--- config.mk ---
export PLATFORM = sky130hd
export DESIGN_NAME = midwin_cs_decoder
export DESIGN_NICKNAME = d
export VERILOG_FILES = /design/src/rtl/midwin_pkg.sv /design/src/rtl/midwin_regs.sv /design/src/rtl/midwin_match.sv /design/src/rtl/midwin_out.sv /design/src/rtl/midwin_cs_decoder.sv
export SDC_FILE = /design/constraint.sdc
export NUM_CORES = 1
export LEC_CHECK = 0
export BUFFER_PORTS_ARGS = -buffer_cell sky130_fd_sc_hd__buf_2
export CAP_MARGIN = 15
export CORE_MARGIN = 3
export CORE_UTILIZATION = 43
export DETAILED_ROUTE_END_ITERATION = 7
export PLACE_DENSITY = 0.8
export SYNTH_ARGS = -nofsm -noshare
export SYNTH_HDL_FRONTEND = slang
export SYNTH_SLANG_ARGS = --single-unit
--- constraint.sdc ---
create_clock -name clk -period 2.17 [get_ports clk]
set_input_delay 0 -clock clk [delete_from_list [all_inputs] [get_ports clk]]
set_output_delay 0 -clock clk [all_outputs]
set_load 0.03 [all_outputs]
--- src/rtl/midwin_pkg.sv ---
package midwin_pkg;

    localparam int ADDR_W  = 32;
    localparam int WIN_HI  = 23;
    localparam int WIN_LO  = 14;
    localparam int WIN_W   = WIN_HI - WIN_LO + 1;
    localparam int TOP_W   = ADDR_W - WIN_HI - 1;
    localparam int CFG_W   = 8;
    localparam int LO_W    = WIN_W - CFG_W;
    localparam int NUM_CS  = 4;
    localparam int QSEL_W  = $clog2(NUM_CS);
    localparam int POS_W   = $clog2(WIN_W + 1);

    typedef enum logic [1:0] {
        CFG_BASE_HI = 2'd0,
        CFG_BASE_LO = 2'd1,
        CFG_MASK_HI = 2'd2,
        CFG_MASK_LO = 2'd3
    } cfg_sel_e;

    typedef struct packed {
        logic [WIN_W-1:0] base;
        logic [WIN_W-1:0] mask;
    } win_cfg_t;

    // Position (window-relative) of the lowest set mask bit, WIN_W if none.
    function automatic logic [POS_W-1:0] low_mask_pos(input logic [WIN_W-1:0] m);
        logic [POS_W-1:0] pos;
        pos = POS_W'(WIN_W);
        for (int i = WIN_W - 1; i >= 0; i--) begin
            if (m[i]) pos = POS_W'(i);
        end
        return pos;
    endfunction

    // Quarter index from the two window bits below pos; zero if fewer than two.
    function automatic logic [QSEL_W-1:0] quarter_of(input logic [WIN_W-1:0] w,
                                                     input logic [POS_W-1:0] pos);
        logic [QSEL_W-1:0] q;
        q = '0;
        for (int i = QSEL_W; i <= WIN_W; i++) begin
            if (pos == POS_W'(i)) q = {w[i-1], w[i-2]};
        end
        return q;
    endfunction

endpackage

--- src/rtl/midwin_regs.sv ---
module midwin_regs
    import midwin_pkg::*;
(
    input  logic              clk,
    input  logic              rst,
    input  logic              wr_i,
    input  cfg_sel_e          sel_i,
    input  logic [CFG_W-1:0]  wdata_i,
    output logic [CFG_W-1:0]  rdata_o,
    output win_cfg_t          cfg_o
);

    win_cfg_t cfg_q;

    always_ff @(posedge clk) begin
        if (rst) begin
            cfg_q <= '0;
        end else if (wr_i) begin
            case (sel_i)
                CFG_BASE_HI: cfg_q.base[WIN_W-1:LO_W] <= wdata_i;
                CFG_BASE_LO: cfg_q.base[LO_W-1:0]     <= wdata_i[LO_W-1:0];
                CFG_MASK_HI: cfg_q.mask[WIN_W-1:LO_W] <= wdata_i;
                CFG_MASK_LO: cfg_q.mask[LO_W-1:0]     <= wdata_i[LO_W-1:0];
                default: ;
            endcase
        end
    end

    always_comb begin
        rdata_o = '0;
        case (sel_i)
            CFG_BASE_HI: rdata_o = cfg_q.base[WIN_W-1:LO_W];
            CFG_BASE_LO: rdata_o[LO_W-1:0] = cfg_q.base[LO_W-1:0];
            CFG_MASK_HI: rdata_o = cfg_q.mask[WIN_W-1:LO_W];
            CFG_MASK_LO: rdata_o[LO_W-1:0] = cfg_q.mask[LO_W-1:0];
            default: rdata_o = '0;
        endcase
    end

    assign cfg_o = cfg_q;

endmodule

--- src/rtl/midwin_match.sv ---
module midwin_match
    import midwin_pkg::*;
(
    input  logic [ADDR_W-WIN_LO-1:0] addr_i,
    input  win_cfg_t                 cfg_i,
    input  logic                     en_i,
    output logic [NUM_CS-1:0]        dec_o
);

    logic [TOP_W-1:0]  top_bits;
    logic [WIN_W-1:0]  win_bits;
    logic [POS_W-1:0]  low_pos;
    logic [QSEL_W-1:0] quarter;
    logic              hit;

    assign top_bits = addr_i[ADDR_W-WIN_LO-1:WIN_W];
    assign win_bits = addr_i[WIN_W-1:0];

    always_comb begin
        low_pos = low_mask_pos(cfg_i.mask);
        quarter = quarter_of(win_bits, low_pos);
        hit     = en_i && (top_bits == '0) &&
                  (((win_bits ^ cfg_i.base) & cfg_i.mask) == '0);
    end

    for (genvar g = 0; g < NUM_CS; g++) begin : g_dec
        assign dec_o[g] = hit && (quarter == QSEL_W'(g));
    end

endmodule

--- src/rtl/midwin_out.sv ---
module midwin_out
    import midwin_pkg::*;
(
    input  logic              clk,
    input  logic              rst,
    input  logic              mreq_i,
    input  logic              rfsh_i,
    input  logic              alt_i,
    input  logic [NUM_CS-1:0] rfsh_en_i,
    input  logic [NUM_CS-1:0] dec_i,
    output logic [NUM_CS-1:0] cs_n_o
);

    for (genvar g = 0; g < NUM_CS; g++) begin : g_cs
        logic act;
        assign act = mreq_i && !alt_i && (rfsh_i ? rfsh_en_i[g] : dec_i[g]);

        always_ff @(posedge clk) begin
            if (rst) cs_n_o[g] <= 1'b1;
            else     cs_n_o[g] <= !act;
        end
    end

endmodule

--- src/rtl/midwin_cs_decoder.sv ---
module midwin_cs_decoder
    import midwin_pkg::*;
(
    input  logic              clk,
    input  logic              rst,
    input  logic [31:0]       mem_addr,
    input  logic              mreq,
    input  logic              rfsh,
    input  logic              scheme_alt,
    input  logic              mid_en,
    input  logic [3:0]        rfsh_en,
    input  logic              cfg_wr,
    input  logic [1:0]        cfg_sel,
    input  logic [7:0]        cfg_wdata,
    output logic [7:0]        cfg_rdata,
    output logic [3:0]        cs_n
);

    win_cfg_t          cfg;
    logic [NUM_CS-1:0] dec;

    midwin_regs u_regs (
        .clk     (clk),
        .rst     (rst),
        .wr_i    (cfg_wr),
        .sel_i   (cfg_sel_e'(cfg_sel)),
        .wdata_i (cfg_wdata),
        .rdata_o (cfg_rdata),
        .cfg_o   (cfg)
    );

    midwin_match u_match (
        .addr_i (mem_addr[ADDR_W-1:WIN_LO]),
        .cfg_i  (cfg),
        .en_i   (mid_en),
        .dec_o  (dec)
    );

    midwin_out u_out (
        .clk       (clk),
        .rst       (rst),
        .mreq_i    (mreq),
        .rfsh_i    (rfsh),
        .alt_i     (scheme_alt),
        .rfsh_en_i (rfsh_en),
        .dec_i     (dec),
        .cs_n_o    (cs_n)
    );

endmodule

---- Word level (Yosys, flattened, before mapping) ----
Cells that the tools add are included.
W data, S select, Z words.
word-level totals
  bits in registers ....................... 24
  latch bits .............................. 0
  RAM bits ................................ 0
  memory bits (read-only) ................. 0
  input port bits ......................... 53
  memories kept ........................... 0
operators by class
  multiply operators ...................... 0
  shifts and indexed selects .............. 0
  equal/unequal tests ..................... 15
  magnitude comparators ................... 0
  bitwise logic cells ..................... 2
  divide/modulo/power cells ............... 0
  add/sub/neg operators ................... 0
  reductions and logical operators ........ 24
  mux-type cells .......................... 25
operators by type and width
  operator              number
  $mux W4               8
  $mux W2               11
  $eq A4 B3 Y1 const B  4
  $eq A4 B4 Y1 const B  3
  $pmux W6 S2           1
  $logic_and A1 B1 Y1   11
  $and A10 B10 Y10      1
  $logic_not A10 Y1     1
  $xor A10 B10 Y10      1
  $eq A2 B2 Y1 const B  4
  $eq A4 B2 Y1 const B  2
  $logic_not A8 Y1      1
  $pmux W2 S4           1
  $reduce_and A2 Y1     4
  $logic_not A1 Y1      5
  $eq A2 B1 Y1 const B  2
  $logic_not A2 Y1      2
  $mux W1               4

---- Depth between registers and ports, before layout ----
  depth after elaboration ................. 25
  mapped depth ............................ 8

---- Hierarchy ----
Synthesis repeated with hierarchy kept, for this count alone.
second synthesis, totals
  cells, all modules ...................... 182
  area total of the unflattened synthesis .. 1706.6 um2
modules (own cells, without submodules)
  module        instances  cells an instance  area each (um2)  sequential area each (um2)
  midwin_regs   1          95                 994.7            400.4
  midwin_match  1          74                 559.3            0.0
  midwin_out    1          13                 152.6            80.1

---- Worst setup path before layout ----
No wires, ideal clock.
  path kind ............................... reg2reg
  start ................................... register u_regs.cfg_q, in the netlist u_regs.cfg_o[3]
  end ..................................... register u_out.cs_n_o[2]
  arrival time ............................ 2.242 ns
  data required time ...................... 2.053 ns
  setup slack ............................. -0.189 ns
  path buffers ............................ 2
  period minus slack after synthesis ...... 2.359 ns
  library setup time ...................... 0.117 ns
  stages on the path, launching flop included .. 8
  cells stage by stage .................... dfxtp_1 buf_2 or4_4 or3_1 buf_2 or4_4 o211a_1 a2bb2oi_1
on the way
  word-level cells in the longest chain between the ends .. 19
  elaborated cells on any way between the ends .. 30
  those cells by class .................... 10 x eq/ne; 14 x mux; 1 x bitwise; 5 x reduce/logical
ends and longest elaborated chain
  what                             line                RTL
  from (decl)                      midwin_regs.sv:13   win_cfg_t cfg_q;
  $mux W4 (4 in a row)             midwin_pkg.sv:31    if (m[i]) pos = POS_W'(i);
  $eq A4 B2 Y1                     midwin_pkg.sv:42    if (pos == POS_W'(i)) q = {w[i-1], w[i-2]};
  $mux W2 (9 in a row)             midwin_pkg.sv:42
  $eq A2 B2 Y1                     midwin_match.sv:27  assign dec_o[g] = hit && (quarter == QSEL_W'(g));
  $logic_and A1 B1 Y1 *            midwin_match.sv:27
  $mux W1 *                        midwin_out.sv:16    assign act = mreq_i && !alt_i && (rfsh_i ? rfsh_en_i[g] : dec_i[g]);
  $logic_and A1 B1 Y1 *            midwin_out.sv:16
  $logic_not A1 Y1 *               midwin_out.sv:20    else cs_n_o[g] <= !act;
  to (signal, indexed assignment)  midwin_out.sv:20
  to (decl)                        midwin_out.sv:11    output logic [NUM_CS-1:0] cs_n_o
Every way passes the cells marked *; elsewhere a longest branch is shown, timed or not.
A chain may end at the register's enable or synchronous reset.

---- Final worst setup path ----
  start ................................... register u_regs.cfg_q, in the netlist u_regs.cfg_o[2]
  end ..................................... register u_out.cs_n_o[0]
on the way
  word-level cells in the longest chain between the ends .. 18
  elaborated cells on any way between the ends .. 29
  those cells by class .................... 9 x eq/ne; 13 x mux; 1 x bitwise; 6 x reduce/logical
ends and longest elaborated chain
  what                   line
  $mux W4 (3 in a row)   midwin_pkg.sv:31
  $eq A4 B2 Y1           midwin_pkg.sv:42
  $mux W2 (9 in a row)   midwin_pkg.sv:42
  $logic_not A2 Y1       midwin_match.sv:27
  $logic_and A1 B1 Y1 *  midwin_match.sv:27
  $mux W1 *              midwin_out.sv:16
  $logic_and A1 B1 Y1 *  midwin_out.sv:16
  $logic_not A1 Y1 *     midwin_out.sv:20
Marks and branches as above.

==> out/metrics.sh <==
OUTCOME='finished, violations left'
VIOLATIONS='negative setup slack'
TIMING.CRITICAL_PATH.DEPTH=6
DRT_ITER0_DRC=103
NUMBER_OF_ENABLE_FLIP_FLOP_CELLS_AFTER_SYNTHESIS=0
SYNTH-ADDER-AREA-SHARE_PCT=0
ANTENNA_LEFT=0
SYNTHSIMPLEGATEAREAFRAC_PCT=28.3
FILLERINSTANCES=327
FLOORPLAN.IO_PINS=65
DIE_Y_UM=67.1
IR_DROP_WORST_VDD_mV=0.428
FINAL-INSTANCE-COUNT-EXCL-FILL=297
GLOBAL_ROUTE.USAGE.TOTAL_PCT=19.2
DIE_SPAN_IN_X_UM=67.1
MULTI_INPUT_AREA_SQ_UM=1060
REPORT.FINAL.HOLD_VIOL_COUNT=0
MAX_STAGE_DELAY_NS=0.53
CRITICAL-PATH-SLOWEST-CELL='sky130_fd_sc_hd__or4_4'
NUMBER_OF_SYNTHESIZED_REGISTER_BITS=24
FF2FF_PATH_DEPTH=6
PATH_CELLS='or4_4 -> or3_4 -> o22a_1 -> o32ai_2 -> nand4_1 -> o2bb2a_1'
NNETSFINAL=305
WORST_PATH_DOMINANT_CELL_FAMILY='simple AND/OR/NAND/NOR gates'
SYN-NUM-NETS=246
DRIVE_GT1_SHARE_PCT=29.5
WIRE_LENGTH_OF_THE_FIRST_GLOBAL_ROUTING_PASS_MM=6.58
STATIC_LEAKAGE_POWER_nW=0.998
GRT_MAX_DEGREE=22
CRITPATHLAUNCHTYPE='register'
BUFFER_PORTS.INSERTED=50
POST_SYNTHESIS_COMPOUND_GATE_AREA_FRACTION_PCT=10.6
SYNTH-SEQ-AREA-SHARE_PCT=30.0
RELSLEWSLACK_PCT=65.2
H_TREE_LEVELS=1
POST-ROUTE-UTIL_PCT=59.9
GRT_ANTENNA_BEFORE_REPAIR=0
MOSTFREQUENTLAYOUTCELL='sky130_fd_sc_hd__buf_2'
MOST-COMMON-LAYOUT-CELLS='50 x sky130_fd_sc_hd__buf_2, 33 x sky130_fd_sc_hd__nor2_1, 27 x sky130_fd_sc_hd__mux2i_1'
CAP_VIOL_MAX_COUNT=0
POWER_PER_CELL_AREA_nW_PER_UM2=541
VIAS=1608
SYNTHTOLAYOUTAREAGROWTH_PCT=29.6
POST-ROUTE-CELL-AREA_SQ_UM=2080
SYNTH.AREA.MUX_SHARE_PCT=21.1
CORE_AREA_SQ_UM=3470
TIMING.HOLD.WORST_PATH_DEPTH=3
START_UTIL_PCT=46.2
FMAX_GHz=0.446
CLK_LATENCY_NS=0.27
DRT_DRC_VIOLATIONS_LEFT=0
TYPE_OF_THE_MOST_CRITICAL_HOLD_PATH='in2reg'
FIN_SETUP_TNS_NS=-0.139
POST-ROUTE-WORST-SETUP-SLACK_NS=-0.0711
ARRIVAL_NS=2.40
GRT_SETUP_UNREPAIRED='yes'
MAX-CLOCK-PATH-BUFFERS=2
MIN_PERIOD_NS=2.24
WORST_PIN_SLEW_NS=0.521
SYNTH_FLOP_CELL='sky130_fd_sc_hd__dfxtp_1'
GRT_REMAINING_OVERFLOW=0
TIMING_WORST_SETUP_PATH_TYPE='reg2reg'
SYN-MEAN-INSTANCE-AREA_SQ_UM=8.31
DRT_FIRST_PASS_ITERS=4
VIAS_PER_CELL=5.41
CRIT_REQUIRED_NS=2.33
DP.CELLS=286
DRT-WIRELENGTH-PER-CELL_UM=14.1
CTS_ROOT_BUF='sky130_fd_sc_hd__clkbuf_8'
WORST-PATH-MAX-FANOUT=7
TIMING.FINAL.MAX_SLEW_VIOLATIONS=0
PLACEDINSTANCEAREA_SQ_UM=1930
PLACE_WS_NS=-0.0842
SETUP_VIOL=3
DETAILEDPLACEMENTHPWL_MM=3.20
HOLDWS_NS=0.0129
CTS_TREE='done'
POWER_mW=1.12
DESIGN.DIE.AREA_SQ_UM=4500
MAIN_COMBINATIONAL_CELL_FAMILY_BY_AREA_AFTER_SYNTHESIS='simple AND/OR/NAND/NOR gates'
STORAGE_ELEMENT_AREA_SQ_UM=480
YOSYSWARNINGS=0
ASYNC_RESET_FF_SHARE_PCT=0
LAYOUT_WORST_PATH_CYCLE_SHARE_PCT=103
GRT_PASS1_VIAS=1421
ANTENNA_CELLS=0
CP-END-KIND='register'
POST_SYNTHESIS_SHARE_OF_CELL_AREA_SPENT_ON_XOR_AND_XNOR_GATES_PCT=5.46
CLK_PIN_SLEW_WORST_PATHS_NS=0.09
PLACEMENT_ROWS=21
SYNTH_CELLS=193
TRITONCTS_BUFFER_COUNT=3
CTS_NUM_SINKS=24
ROUTE.FINAL.WIRE_LENGTH_MM=4.20
FINALCLOCKSKEW_NS=0.00283
FINALWEIGHTEDCONGESTION=0.897
SYNTH_CELL_TYPE_COUNT=41
WORST-PATH-BUF-INV=0
SYN_AREA_SQ_UM=1600
-- cells by family (layout without fill, tap and decap cells) --
family,Yosys count,in the layout
xor+xnor,10,10
flops,24,24
simple gates,90,90
compound gates,21,21
buf+inv,17,75
mux,31,31
-- final cells by class --
type	instances	share of cell area, %
multi-input cells	152	51.1
inverters	4	0.722
clock buffers	3	1.99
repair buffers	67	18.9
flip-flops and latches	24	23.1
well taps	46	2.77
clock inverters	1	1.44
-- worst register-to-register path, stage by stage, from the launching register on --
cell and delay (ns):
sky130_fd_sc_hd__dfxtp_1 0.32, sky130_fd_sc_hd__or4_4 0.53, sky130_fd_sc_hd__or3_4 0.38, sky130_fd_sc_hd__o22a_1 0.20
sky130_fd_sc_hd__o32ai_2 0.24, sky130_fd_sc_hd__nand4_1 0.16, sky130_fd_sc_hd__o2bb2a_1 0.31
-- final timing paths --
| kind | startpoint | endpoint | slack (ns) |
|---|---|---|---|
| min | cfg_wdata[1] | u_regs.cfg_o[11] | 0.01 |
| min reg2reg | u_regs.cfg_o[16] | u_regs.cfg_o[16] | 0.55 |
| max reg2reg | u_regs.cfg_o[2] | u_out.cs_n_o[0] | -0.07 |
| max | u_regs.cfg_o[2] | u_out.cs_n_o[0] | -0.07 |
-- cell usage after synthesis (3+ instances only) --
cell                       number  share of area, %
sky130_fd_sc_hd__nand2_1       19               4.4
sky130_fd_sc_hd__nor3b_1        3               1.4
sky130_fd_sc_hd__inv_1          4              0.94
sky130_fd_sc_hd__xor2_1        10               5.5
sky130_fd_sc_hd__nand4_1        7               2.7
sky130_fd_sc_hd__or3_1          4               1.6
sky130_fd_sc_hd__a21oi_1        3              0.94
sky130_fd_sc_hd__nand3b_1       3               1.4
sky130_fd_sc_hd__nor4_1         6               2.3
sky130_fd_sc_hd__mux2i_1       27                17
sky130_fd_sc_hd__clkbuf_1       8               1.9
sky130_fd_sc_hd__nor2_1        33               7.7
sky130_fd_sc_hd__a31oi_1        3               1.2
sky130_fd_sc_hd__dfxtp_1       24                30
-- power by group --
part	leakage [nW]	total (mW)	switching, mW	internal, mW
clock	0.0357	0.400	0.153	0.247
sequential	0.195	0.468	0.0136	0.454
combinational	0.768	0.257	0.131	0.126
total	0.998	1.12	0.298	0.826
-- sequential cells by signal, indices dropped and copies added, names as in the netlist --
register / cells
u_out.cs_n_o: 4
u_regs.cfg_o: 20
-- repair_timing --
action | in CTS | in global routing
pin swaps | 1 | 0
buffers inserted | 1 | 0
endpoints found under the setup margin | 4 | 4
gates cloned | 0 | 0
hold buffers | 6 | 0
resized for setup | 1 | 1
hold endpoints to repair | 10 | 0
-- routing by layer --
layer / GRT usage [%] / vias to the layer above / share of wire, % / wire length [um]
met3: 4.05 / 2 / 5.1 / 216
met2: 32.5 / 46 / 50 / 2110
li1: - / 811 / - / -
met1: 25.2 / 749 / 44 / 1860
met4: 3.04 / 0 / 0.45 / 19
met5: 0 / - / 0 / 0
Note: power is estimated with default switching activity, not from simulation.
